[config.mk]
export PLATFORM = sky130hd
export DESIGN_NAME = phy_mgmt_ctrl
export DESIGN_NICKNAME = d
export VERILOG_FILES = /design/src/rtl/mgmt_pkg.sv /design/src/rtl/mgmt_mdc_gen.sv /design/src/rtl/mgmt_frame_eng.sv /design/src/rtl/phy_mgmt_ctrl.sv
export SDC_FILE = /design/constraint.sdc
export NUM_CORES = 1
export LEC_CHECK = 0
export BUFFER_PORTS_ARGS = -buffer_cell sky130_fd_sc_hd__clkbuf_2
export CAP_MARGIN = 0
export CORE_MARGIN = 2
export CORE_UTILIZATION = 60
export CTS_BUF_LIST = sky130_fd_sc_hd__clkbuf_8
export CTS_CLUSTER_DIAMETER = 200
export CTS_CLUSTER_SIZE = 10
export DETAILED_ROUTE_END_ITERATION = 10
export PLACE_DENSITY = 0.91
export SYNTH_ARGS = -nofsm -noshare
export SYNTH_HDL_FRONTEND = slang
export SYNTH_SLANG_ARGS = --single-unit
[constraint.sdc]
create_clock -name clk -period 2.8 [get_ports clk]
set_input_delay 0 -clock clk [delete_from_list [all_inputs] [get_ports clk]]
set_output_delay 0 -clock clk [all_outputs]
set_load 0.02 [all_outputs]
[src/rtl/mgmt_pkg.sv]
package mgmt_pkg;
  localparam int FRAME_BITS = 64;
  localparam int CNT_W      = $clog2(FRAME_BITS);
  localparam int TA_IDX     = 46;   // first turnaround period
  localparam int DATA_IDX   = 48;   // first data period

  typedef struct packed {
    logic        is_read;
    logic [4:0]  regad;
    logic [4:0]  phyad;
    logic [15:0] data;
  } mgmt_cmd_t;

  function automatic logic [FRAME_BITS-1:0] make_frame(input mgmt_cmd_t c);
    logic [1:0] opc;
    logic [1:0] ta;
    opc = c.is_read ? 2'b10 : 2'b01;
    ta  = c.is_read ? 2'b11 : 2'b10;
    return {32'hFFFF_FFFF, 2'b01, opc, c.phyad, c.regad, ta,
            c.is_read ? 16'hFFFF : c.data};
  endfunction
endpackage

[src/rtl/mgmt_mdc_gen.sv]
module mgmt_mdc_gen #(
  parameter int DIV_HALF = 2
) (
  input  logic clk,
  input  logic rst_n,
  input  logic run,
  output logic mdc,
  output logic rise_tick,
  output logic fall_tick
);
  localparam int DW = (DIV_HALF > 1) ? $clog2(DIV_HALF) : 1;
  localparam logic [DW-1:0] LAST = DW'(DIV_HALF - 1);

  logic [DW-1:0] cnt;
  logic          wrap;

  assign wrap      = run && (cnt == LAST);
  assign rise_tick = wrap && !mdc;
  assign fall_tick = wrap && mdc;

  always_ff @(posedge clk or negedge rst_n) begin
    if (!rst_n) begin
      cnt <= '0;
      mdc <= 1'b0;
    end else if (!run) begin
      cnt <= '0;
      mdc <= 1'b0;
    end else if (wrap) begin
      cnt <= '0;
      mdc <= ~mdc;
    end else begin
      cnt <= cnt + 1'b1;
    end
  end
endmodule

[src/rtl/mgmt_frame_eng.sv]
module mgmt_frame_eng
  import mgmt_pkg::*;
(
  input  logic                  clk,
  input  logic                  rst_n,
  input  logic                  start,
  input  logic [FRAME_BITS-1:0] frame_in,
  input  logic                  is_read,
  input  logic                  rise_tick,
  input  logic                  fall_tick,
  input  logic                  mdio_i,
  output logic                  active,
  output logic                  done,
  output logic [15:0]           rd_data,
  output logic                  mdio_o,
  output logic                  mdio_oe
);
  localparam logic [CNT_W-1:0] LAST_BIT = CNT_W'(FRAME_BITS - 1);

  logic [FRAME_BITS-1:0] shreg;
  logic [CNT_W-1:0]      bitcnt;
  logic                  rd;

  assign done    = active && fall_tick && (bitcnt == LAST_BIT);
  assign mdio_o  = shreg[FRAME_BITS-1];
  assign mdio_oe = active && !(rd && (bitcnt >= CNT_W'(TA_IDX)));

  always_ff @(posedge clk or negedge rst_n) begin
    if (!rst_n) begin
      shreg   <= '0;
      bitcnt  <= '0;
      rd      <= 1'b0;
      active  <= 1'b0;
      rd_data <= '0;
    end else if (start) begin
      shreg   <= frame_in;
      bitcnt  <= '0;
      rd      <= is_read;
      active  <= 1'b1;
      rd_data <= '0;
    end else if (active) begin
      if (rise_tick && rd && (bitcnt >= CNT_W'(DATA_IDX)))
        rd_data <= {rd_data[14:0], mdio_i};
      if (fall_tick) begin
        if (bitcnt == LAST_BIT) begin
          active <= 1'b0;
        end else begin
          shreg  <= {shreg[FRAME_BITS-2:0], 1'b1};
          bitcnt <= bitcnt + 1'b1;
        end
      end
    end
  end
endmodule

[src/rtl/phy_mgmt_ctrl.sv]
module phy_mgmt_ctrl
  import mgmt_pkg::*;
#(
  parameter int DIV_HALF = 2
) (
  input  logic        clk,
  input  logic        rst_n,
  input  logic        reg_wr,
  input  logic [31:0] reg_wdata,
  output logic [31:0] reg_rdata,
  output logic        mdc,
  output logic        mdio_o,
  output logic        mdio_oe,
  input  logic        mdio_i
);
  mgmt_cmd_t cmd_q;
  mgmt_cmd_t cmd_new;
  logic      rvalid;
  logic      busy;
  logic      accept;
  logic      rise_tick, fall_tick, done;
  logic [15:0] rd_data;
  logic      unused_hi;

  assign unused_hi = ^reg_wdata[31:27];
  assign cmd_new   = mgmt_cmd_t'(reg_wdata[26:0]);
  assign accept    = reg_wr && !busy;
  assign reg_rdata = {3'b000, busy, rvalid, cmd_q};

  always_ff @(posedge clk or negedge rst_n) begin
    if (!rst_n) begin
      cmd_q  <= '0;
      rvalid <= 1'b0;
    end else if (accept) begin
      cmd_q  <= cmd_new;
      rvalid <= 1'b0;
    end else if (done && cmd_q.is_read) begin
      cmd_q.data <= rd_data;
      rvalid     <= 1'b1;
    end
  end

  mgmt_mdc_gen #(.DIV_HALF(DIV_HALF)) u_mdc (
    .clk       (clk),
    .rst_n     (rst_n),
    .run       (busy),
    .mdc       (mdc),
    .rise_tick (rise_tick),
    .fall_tick (fall_tick)
  );

  mgmt_frame_eng u_eng (
    .clk       (clk),
    .rst_n     (rst_n),
    .start     (accept),
    .frame_in  (make_frame(cmd_new)),
    .is_read   (cmd_new.is_read),
    .rise_tick (rise_tick),
    .fall_tick (fall_tick),
    .mdio_i    (mdio_i),
    .active    (busy),
    .done      (done),
    .rd_data   (rd_data),
    .mdio_o    (mdio_o),
    .mdio_oe   (mdio_oe)
  );
endmodule

==> After elaboration in Yosys (flattened, before gate mapping) <==
Cells that the tools add are included.
{ "totals": {"reg_bits": 117, "latchBits": 0, "mem_bits_rw": 0, "romBits": 0, "input_bits": 36, "output_inout_bits": 35, "elab_cells": 65, "n_memories": 0} }
{ "op_classes": {"n_addsub": 2, "multipliers": 0, "div": 0, "magnitude_cmp": 2, "n_eq_ne": 3, "shift": 0, "muxes": 26, "bitwise_logic": 1, "reduce_logical": 20} }
{ "op_table": {"columns": ["op", "n"], "rows": [
  ["$mux 64", 4],
  ["$mux 16", 6],
  ["$mux 6", 4],
  ["$ge 6x6->1 const B", 2],
  ["$logic_and 1x1->1", 11],
  ["$mux 1", 11],
  ["$reduce_bool 2->1", 4],
  ["$add 6x1->6 const B", 1],
  ["$eq 6x6->1 const B", 1],
  ["$ne 2x2->1 const B", 2],
  ["$logic_not 1->1", 3],
  ["$reduce_and 3->1", 1],
  ["$mux 2", 1],
  ["$reduce_and 2->1", 1],
  ["$add 1x1->1 const B", 1],
  ["$not 1->1", 1]
]} }

==> Logic depth before layout (Yosys ltp) <==
Gate-level depths: netlist of run 1.
{ "logic_depth": {"depth_word": 7, "mapped_depth": 8, "mapped_depth_nobuf": 5} }

==> Cells and area by module <==
From an unflattened synthesis of run 1, not the netlist that was laid out.
{ "hier_totals": {"hier_cells": 622, "hier_area_um2": 5789.3} }
{ "modules_own_cells": {"columns": ["module", "n_inst", "cells_each", "area_per_inst_um2", "seq_area_each_um2"], "rows": [
  ["mgmt_frame_eng", 1, 468, 4115.2, 2202.1],
  ["phy_mgmt_ctrl", 1, 146, 1585.3, 700.7],
  ["mgmt_mdc_gen", 1, 8, 88.8, 50.0]
]} }

==> Worst setup path before layout of run 1 <==
No wires, ideal clock.
{ "synth_timing": {"kind": "register to register", "from": "register u_eng.bitcnt[1]", "to": "register cmd_q, in the netlist reg_rdata[10]", "setup_ps": 141, "t_arrival_ps": 1623, "required_ps": 2659, "slack_ps": 1035, "path_stages_with_launch": 8, "path_buffers": 2, "period_less_slack_ps": 1765, "path_cell_list": "dfrtp_1 > ha_1 > nand3_1 > or3_1 > buf_2 > buf_6 > nand2_1 > a31oi_1"} }
{ "synth_via": {"elab_chain_len": 4} }
{ "synth_rtl": {"columns": ["item", "line_no", "text"], "rows": [
  ["start, declared", "mgmt_frame_eng.sv:21", "logic [CNT_W-1:0] bitcnt;"],
  ["start signal, assigned", "mgmt_frame_eng.sv:49", "bitcnt <= bitcnt + 1'b1;"],
  ["$eq 6x6->1", "mgmt_frame_eng.sv:24", "assign done = active && fall_tick && (bitcnt == LAST_BIT);"],
  ["$logic_and 1x1->1", "mgmt_frame_eng.sv:24", null],
  ["$logic_and 1x1->1", "phy_mgmt_ctrl.sv:37", "end else if (done && cmd_q.is_read) begin"],
  ["$reduce_bool 2->1 (no line)", null, null],
  ["end signal, assigned", "phy_mgmt_ctrl.sv:35", "cmd_q <= cmd_new;"],
  ["end, declared", "phy_mgmt_ctrl.sv:16", "mgmt_cmd_t cmd_q;"]
]} }
Every way passes these cells.
A chain may end at the register's enable or synchronous reset.

==> Final worst setup path of run 1 <==
{ "layout_timing": {"from": "register u_eng.bitcnt[1]", "to": "register cmd_q, in the netlist reg_rdata[1]"} }
Same word-level chain as after synthesis.

==> flow_summary.yaml, run 1 <==
clocking:
  cts_buffer_depth: 2
  post_cts_buffers: 0
  cts_hold_buf: 30
  cts_root_buf: "clkbuf_8"
  clock_sinks: 117
  htreeDepth: 4
  clkLatencyLatePin_ps: 440
  tritoncts: "built"
  ctsResizeCount: 0
  clkTransAtPathRegs_ps: 70
  cts_buffers: 17
timing:
  maxSlewViolCount: 0
  slew-limit-headroom_pct: 37.7
  period_share_pct: 77.5
  clock_skew_ps: 10.2
  fmax_mhz: 461
  finalSetupTns_ps: 0
  tightest_slew_ps: 929
  rsz0062_at_grt: "no"
  setup_viol: 0
  finalHoldViolCount: 0
  fin_crit_ps: 2170
die:
  io_pins: 71
  die-area_mm2: 0.00904
  rows: 33
  fp.dieW_um: 95.1
  fp.dieH_um: 95.1
  initial_utilization_pct: 61.2
  core_area_mm2: 0.00813
synth:
  synthArstFlopShare_pct: 100
  synth_seq_cells: 117
  synth_area_leaders: "dfrtp_1 59%, nor2_1 7.8%, nand2_1 7.7%, nor3_1 3.5%, a21oi_1 3.2%"
  post-synth-top-area-cell: "dfrtp_1"
  synth_compound_area_share_pct: 13.3
  synth_area_mm2: 0.00497
  synth_top_cell_area_share_pct: 58.9
  yosysUniqueCellTypes: 38
  seq_area_frac_synth_pct: 58.9
  synth_mux_area_share_pct: 0
  synth-edff-count: 0
  synth_top_family_by_area: "simple AND/OR/NAND/NOR gates"
  yosysWarnings: 0
  synthSimpleGateAreaFrac_pct: 22.1
  syn_inst: 530
  synthFlopType: "dfrtp_1"
  synthAdderAreaFrac_pct: 0.503
  avgSynthCellArea_um2: 9.39
  synth-xor-area-share_pct: 0.176
place:
  dp_cells: 663
  place_area_mm2: 0.00525
  place_congestion: 0.805
  io_buffers: 62
  dp_hpwl_um: 6660
routing:
  drc: 0
  vias: 4243
  firstDrtPassIters: 5
  vias_per_cell: 5.85
  antenna_left: 0
  wl_per_cell_um: 16.5
  drtIter0Drc: 353
  drt_wl_total_um: 12000
finish:
  fin_area_mm2: 0.00598
  area_growth_syn_to_layout_pct: 20.3
  fill_cells: 493
  stdcell_count: 725
  diodes: 0
  regArea_mm2: 0.00293
  multi_input_area_mm2: 0.00182
  final_layout_size_suffix_gt1_share_pct: 18.1
  final_core_util_pct: 73.6
  num-nets-final: 645
min_path:
  hold_class: "input pin to async pin"
grt:
  grt_pass1_vias: 3923
  antenna_found_initial: 0
  grt_overflow: 0
  track_usage_pct: 28.7
  grt_max_degree: 80
  grt_pass1_wl_um: 19300
power_and_ir_drop:
  finalPower_mw: 5.63
  leakage_nw: 2.57
  power.density_mw_per_mm2: 942
  ir_drop_v: 0.000572
critical_path:
  startpoint_type: "register"
  critPathKind: "register to register"
  worst-path-max-fanout: 16
  end_kind: "register"
  cp.arrival_ps: 2440
  cp.required_ps: 3070
run:
  maxCapViolations: 0
run_status:
  outcome: "completed"
## report_power, final
| part | internal (mW) | switching [mW] | leakage, nW | total [mW] |
|---|---|---|---|---|
| Sequential | 2.24 | 0.427 | 1.23 | 2.67 |
| Clock | 0.988 | 0.666 | 0.226 | 1.65 |
| Combinational | 0.543 | 0.767 | 1.11 | 1.31 |
| Total | 3.77 | 1.86 | 2.57 | 5.63 |
## layout by cell type, fill, tap and decap left out, types with 2 or more instances in the layout
cell,Yosys,layout
dlygate4sd3_1,0,30
ha_1,2,2
nand3_1,7,7
clkinv_2,0,5
or3_1,2,2
o21ai_0,3,3
nand2_1,102,102
a21oi_1,32,32
nand3_2,2,2
o21a_1,10,10
clkbuf_8,0,22
nor3_1,35,35
o22ai_1,16,16
o211ai_1,2,2
inv_1,1,2
o221a_2,3,3
nor2_1,104,104
clkbuf_2,0,61
nor2b_1,3,2
a31oi_1,17,17
buf_4,13,9
dfrtp_1,117,117
o22a_1,10,10
and2_1,2,2
conb_1,1,3
a41oi_1,2,2
bufinv_16,0,3
## synth_stat cells, types with 2 or more instances
library cell,number
dfrtp_1,117
nor2_1,104
nand2_1,102
nor3_1,35
a21oi_1,32
buf_2,18
a31oi_1,17
o22ai_1,16
buf_4,13
clkbuf_1,11
o21a_1,10
o22a_1,10
nand3_1,7
nor2b_1,3
o21ai_0,3
o221a_2,3
a41oi_1,2
and2_1,2
ha_1,2
nand2b_1,2
nand3_2,2
o211ai_1,2
or3_1,2
## path summary, 6_finish.rpt
| check | to | startpoint | cells past startpoint | slack (ps) |
|---|---|---|---|---|
| worst max-delay path | reg_rdata[1]$_DFFE_PN0P_ | u_eng.bitcnt[1]$_DFFE_PN0P_ | 5 | 630 |
| worst min-delay path | reg_rdata[1]$_DFFE_PN0P_ | rst_n | 2 | 130 |
| worst max register to register | reg_rdata[1]$_DFFE_PN0P_ | u_eng.bitcnt[1]$_DFFE_PN0P_ | 5 | 630 |
| worst min register to register | reg_rdata[16]$_DFFE_PN0N_ | reg_rdata[16]$_DFFE_PN0N_ | 2 | 480 |
| max in group asynchronous | u_eng.shreg[0]$_DFFE_PN0P_ | rst_n | 3 | 1900 |
| min in group clk | u_eng.rd_data[0]$_DFFE_PN0P_ | mdio_i | 4 | 300 |
## metal layers
| metal | share of wire [%] | vias to the layer above | track usage, % |
|---|---|---|---|
| met5 | 0 | - | 0 |
| met4 | 3.8 | 0 | 13.6 |
| met3 | 5.5 | 42 | 6.72 |
| met2 | 50 | 173 | 44.4 |
| met1 | 41 | 2089 | 38.8 |
| li1 | - | 1939 | - |
## cells by family (layout without fill, tap and decap cells)
group	Yosys count	count (layout)
AND/OR/NAND/NOR	263	263
XOR/XNOR	1	1
other	1	3
buffers and inverters	45	133
AO/OA/AOI/OAI	101	101
adder cells (fa/ha/maj)	2	2
flip-flops	117	117
## per-stage QoR
step           hold slack (ps)  setup slack, ps
2_1_floorplan             -296             1040
3_3_place_gp              45.5              861
3_5_place_dp              59.2              783
4_1_cts                    143              671
5_1_grt                    188              489
6_report                   129              629
## cell type report
cell class                 count  share of cell area (%)
multi-input combinational    370                    30.4
tap                          105                    2.20
inverter                       1                  0.0627
clock buffer                  22                    5.06
timing repair buffer         100                    11.3
sequential                   117                    48.9
clock inverter                10                    2.11
## flip-flops by register name, summed over array words and instances (netlist names)
register and flops:
u_mdc.cnt 1, u_eng.active 1, u_eng.rd_data 16, reg_rdata 26, u_eng.bitcnt 6, u_eng.rd 1
u_eng.shreg 64, rvalid 1, u_mdc.mdc 1
## worst max-delay path, cell delays in order, from the launching register on
cell and delay [ps]:
dfrtp_1 440, ha_1 340, nand3_1 270, or3_1 670, nand2_1 150, a31oi_1 120
Power figures use the tool's default switching activity.
==> run 2, diff against run 1 <==
--- a/config.mk
+++ b/config.mk
@@ -8,12 +8,12 @@
 export BUFFER_PORTS_ARGS = -buffer_cell sky130_fd_sc_hd__clkbuf_2
 export CAP_MARGIN = 0
 export CORE_MARGIN = 2
-export CORE_UTILIZATION = 60
+export CORE_UTILIZATION = 53
 export CTS_BUF_LIST = sky130_fd_sc_hd__clkbuf_8
 export CTS_CLUSTER_DIAMETER = 200
 export CTS_CLUSTER_SIZE = 10
 export DETAILED_ROUTE_END_ITERATION = 10
-export PLACE_DENSITY = 0.91
+export PLACE_DENSITY = 0.86
 export SYNTH_ARGS = -nofsm -noshare
 export SYNTH_HDL_FRONTEND = slang
 export SYNTH_SLANG_ARGS = --single-unit
==> constraint.sdc (replaced) <==
create_clock -name clk -period 1.9 [get_ports clk]
set_input_delay 0 -clock clk [delete_from_list [all_inputs] [get_ports clk]]
set_output_delay 0 -clock clk [all_outputs]
set_load 0.02 [all_outputs]
==> run 2 against run 1 <==
  * Non-clock buffer count is 12 higher
  * Routed wire length is 5.1% higher
  * Clock-buffer cell count is 1 higher
  * Clock power is 58% higher
  * Critical path type unchanged
  * Largest power group unchanged
  * Highest routed layer unchanged
==> flow_summary.yaml, run 2 (synthesis gave the netlist of run 1 again) <==
run:
  maxCapViolations: 0
die:
  fp.dieW_um: 101
  initial_utilization_pct: 54.4
  io_pins: 71
  fp.dieH_um: 101
  die-area_mm2: 0.0102
  rows: 35
  core_area_mm2: 0.00915
finish:
  final_common_cell: "dfrtp_1"
  area_growth_syn_to_layout_pct: 24.2
  final_core_util_pct: 67.5
  top_register: "u_eng.shreg"
  final_layout_size_suffix_gt1_share_pct: 20.1
  final_cell_mix: "115 x dfrtp_1, 104 x nor2_1, 102 x nand2_1, 61 x clkbuf_2, 35 x nor3_1"
  num-nets-final: 657
  largest_reg_flops: 64
  fin_area_mm2: 0.00618
min_path:
  hold_class: "input pin to async pin"
routing:
  drtIter0Drc: 377
  firstDrtPassIters: 5
  antenna_left: 0
  wl_per_cell_um: 16.9
  drt_wl_total_um: 12600
  drc: 0
  vias: 4370
  vias_per_cell: 5.87
clocking:
  clkTransAtPathRegs_ps: 70
  tritoncts: "built"
  cts_buffers: 17
  clkLatencyLatePin_ps: 440
  cts_root_buf: "clkbuf_8"
  cts_buffer_depth: 2
  post_cts_buffers: 0
  htreeDepth: 4
  clock_sinks: 117
critical_path:
  worst-path-max-fanout: 17
  cp.required_ps: 2220
  critical-path-max-stage-delay_ps: 410
  cp_slowest_cell: "dfrtp_2"
  crit_chain: "ha_1 -> nand3_1 -> buf_4 -> nor3_4 -> buf_6 -> nand2_1 -> a31oi_1"
  startpoint_type: "register"
  end_kind: "register"
  cp.arrival_ps: 2140
  critPathKind: "register to register"
grt:
  grt_max_degree: 52
  track_usage_pct: 26.3
  grt_pass1_vias: 4285
  grt_overflow: 0
  grt_pass1_wl_um: 20500
  antenna_found_initial: 1
place:
  place_congestion: 0.852
  dp_hpwl_um: 7380
  io_buffers: 62
  place_area_mm2: 0.00540
power_and_ir_drop:
  power.density_mw_per_mm2: 1400
  ir_drop_v: 0.000704
  leakage_nw: 2.66
timing:
  fmax_mhz: 549
  maxSlewViolCount: 0
  setup_viol: 0
  period_share_pct: 95.8
  clock_skew_ps: 11.6
  finalHoldViolCount: 0
  rsz0062_at_grt: "no"
  fin_crit_ps: 1820
  slew-limit-headroom_pct: 56.4
  tightest_slew_ps: 654
  finalSetupTns_ps: 0
run_status:
  outcome: "completed"
run 2: where the power goes:
part           switching (mW)  leakage [nW]  total [mW]  internal [mW]
sequential              0.584          1.23        3.90           3.31
combinational            1.23          1.20        2.16          0.932
clock                   0.970         0.239        2.60           1.63
total                    2.78          2.66        8.65           5.87
run 2: per-layer routing:
layer / wire length (um) / vias to the layer above / share of wire [%] / global-route usage, %
met2: 6260 / 199 / 50 / 41.7
met1: 5060 / 2152 / 40 / 34.4
met3: 794 / 49 / 6.3 / 5.89
li1: - / 1970 / - / -
met5: 0 / - / 0 / 0
met4: 464 / 0 / 3.7 / 12.8
run 2: worst paths after layout:
| kind | startpoint | endpoint | slack, ps | cells past startpoint |
|---|---|---|---|---|
| worst max-delay path | u_eng.bitcnt[1]$_DFFE_PN0P_ | reg_rdata[10]$_DFFE_PN0P_ | 80 | 7 |
| worst min-delay path | rst_n | u_eng.shreg[46]$_DFFE_PN0P_ | 110 | 2 |
| worst max register to register | u_eng.bitcnt[1]$_DFFE_PN0P_ | reg_rdata[10]$_DFFE_PN0P_ | 80 | 7 |
| worst min register to register | reg_rdata[25]$_DFFE_PN0N_ | reg_rdata[25]$_DFFE_PN0N_ | 490 | 2 |
| max in group asynchronous | rst_n | reg_rdata[18]$_DFFE_PN0N_ | 1050 | 3 |
| min in group clk | mdio_i | u_eng.rd_data[0]$_DFFE_PN0P_ | 300 | 4 |
run 2: through the flow:
step                hold WS, ps  setup slack (ps)  power [mW]  instances
floorplan                  -296               135        5.26        532
global placement           16.0               171        5.77        681
detailed placement         29.1              92.7        5.95        681
CTS                         121              69.8        8.63        743
global route                155              21.5        9.12        744
finish                      108              79.2        8.65        744
run 2: critical path, delay by kind of cell, from the launching register on:
family	cells	cell delay, ps
simple gates	3	430
flops	1	410
buf+inv	2	370
compound gates	1	280
fa+ha+maj	1	220
run 2: area by class of cell:
type                    count  area (um2)
fillers                   619        2970
repair buffers            112         817
flip-flops and latches    117        2930
clock buffers              23         317
inverters                   1        3.75
diodes                      1        2.50
multi-input cells         370        1820
clock inverters             9         146
well taps                 111         139
run 2: timing repair:
item                                    in CTS  in global routing
endpoints found under the hold margin       97                  0
hold buffers                                30                  0
gates resized for setup                      0                  4
endpoints found under the setup margin       0                 16
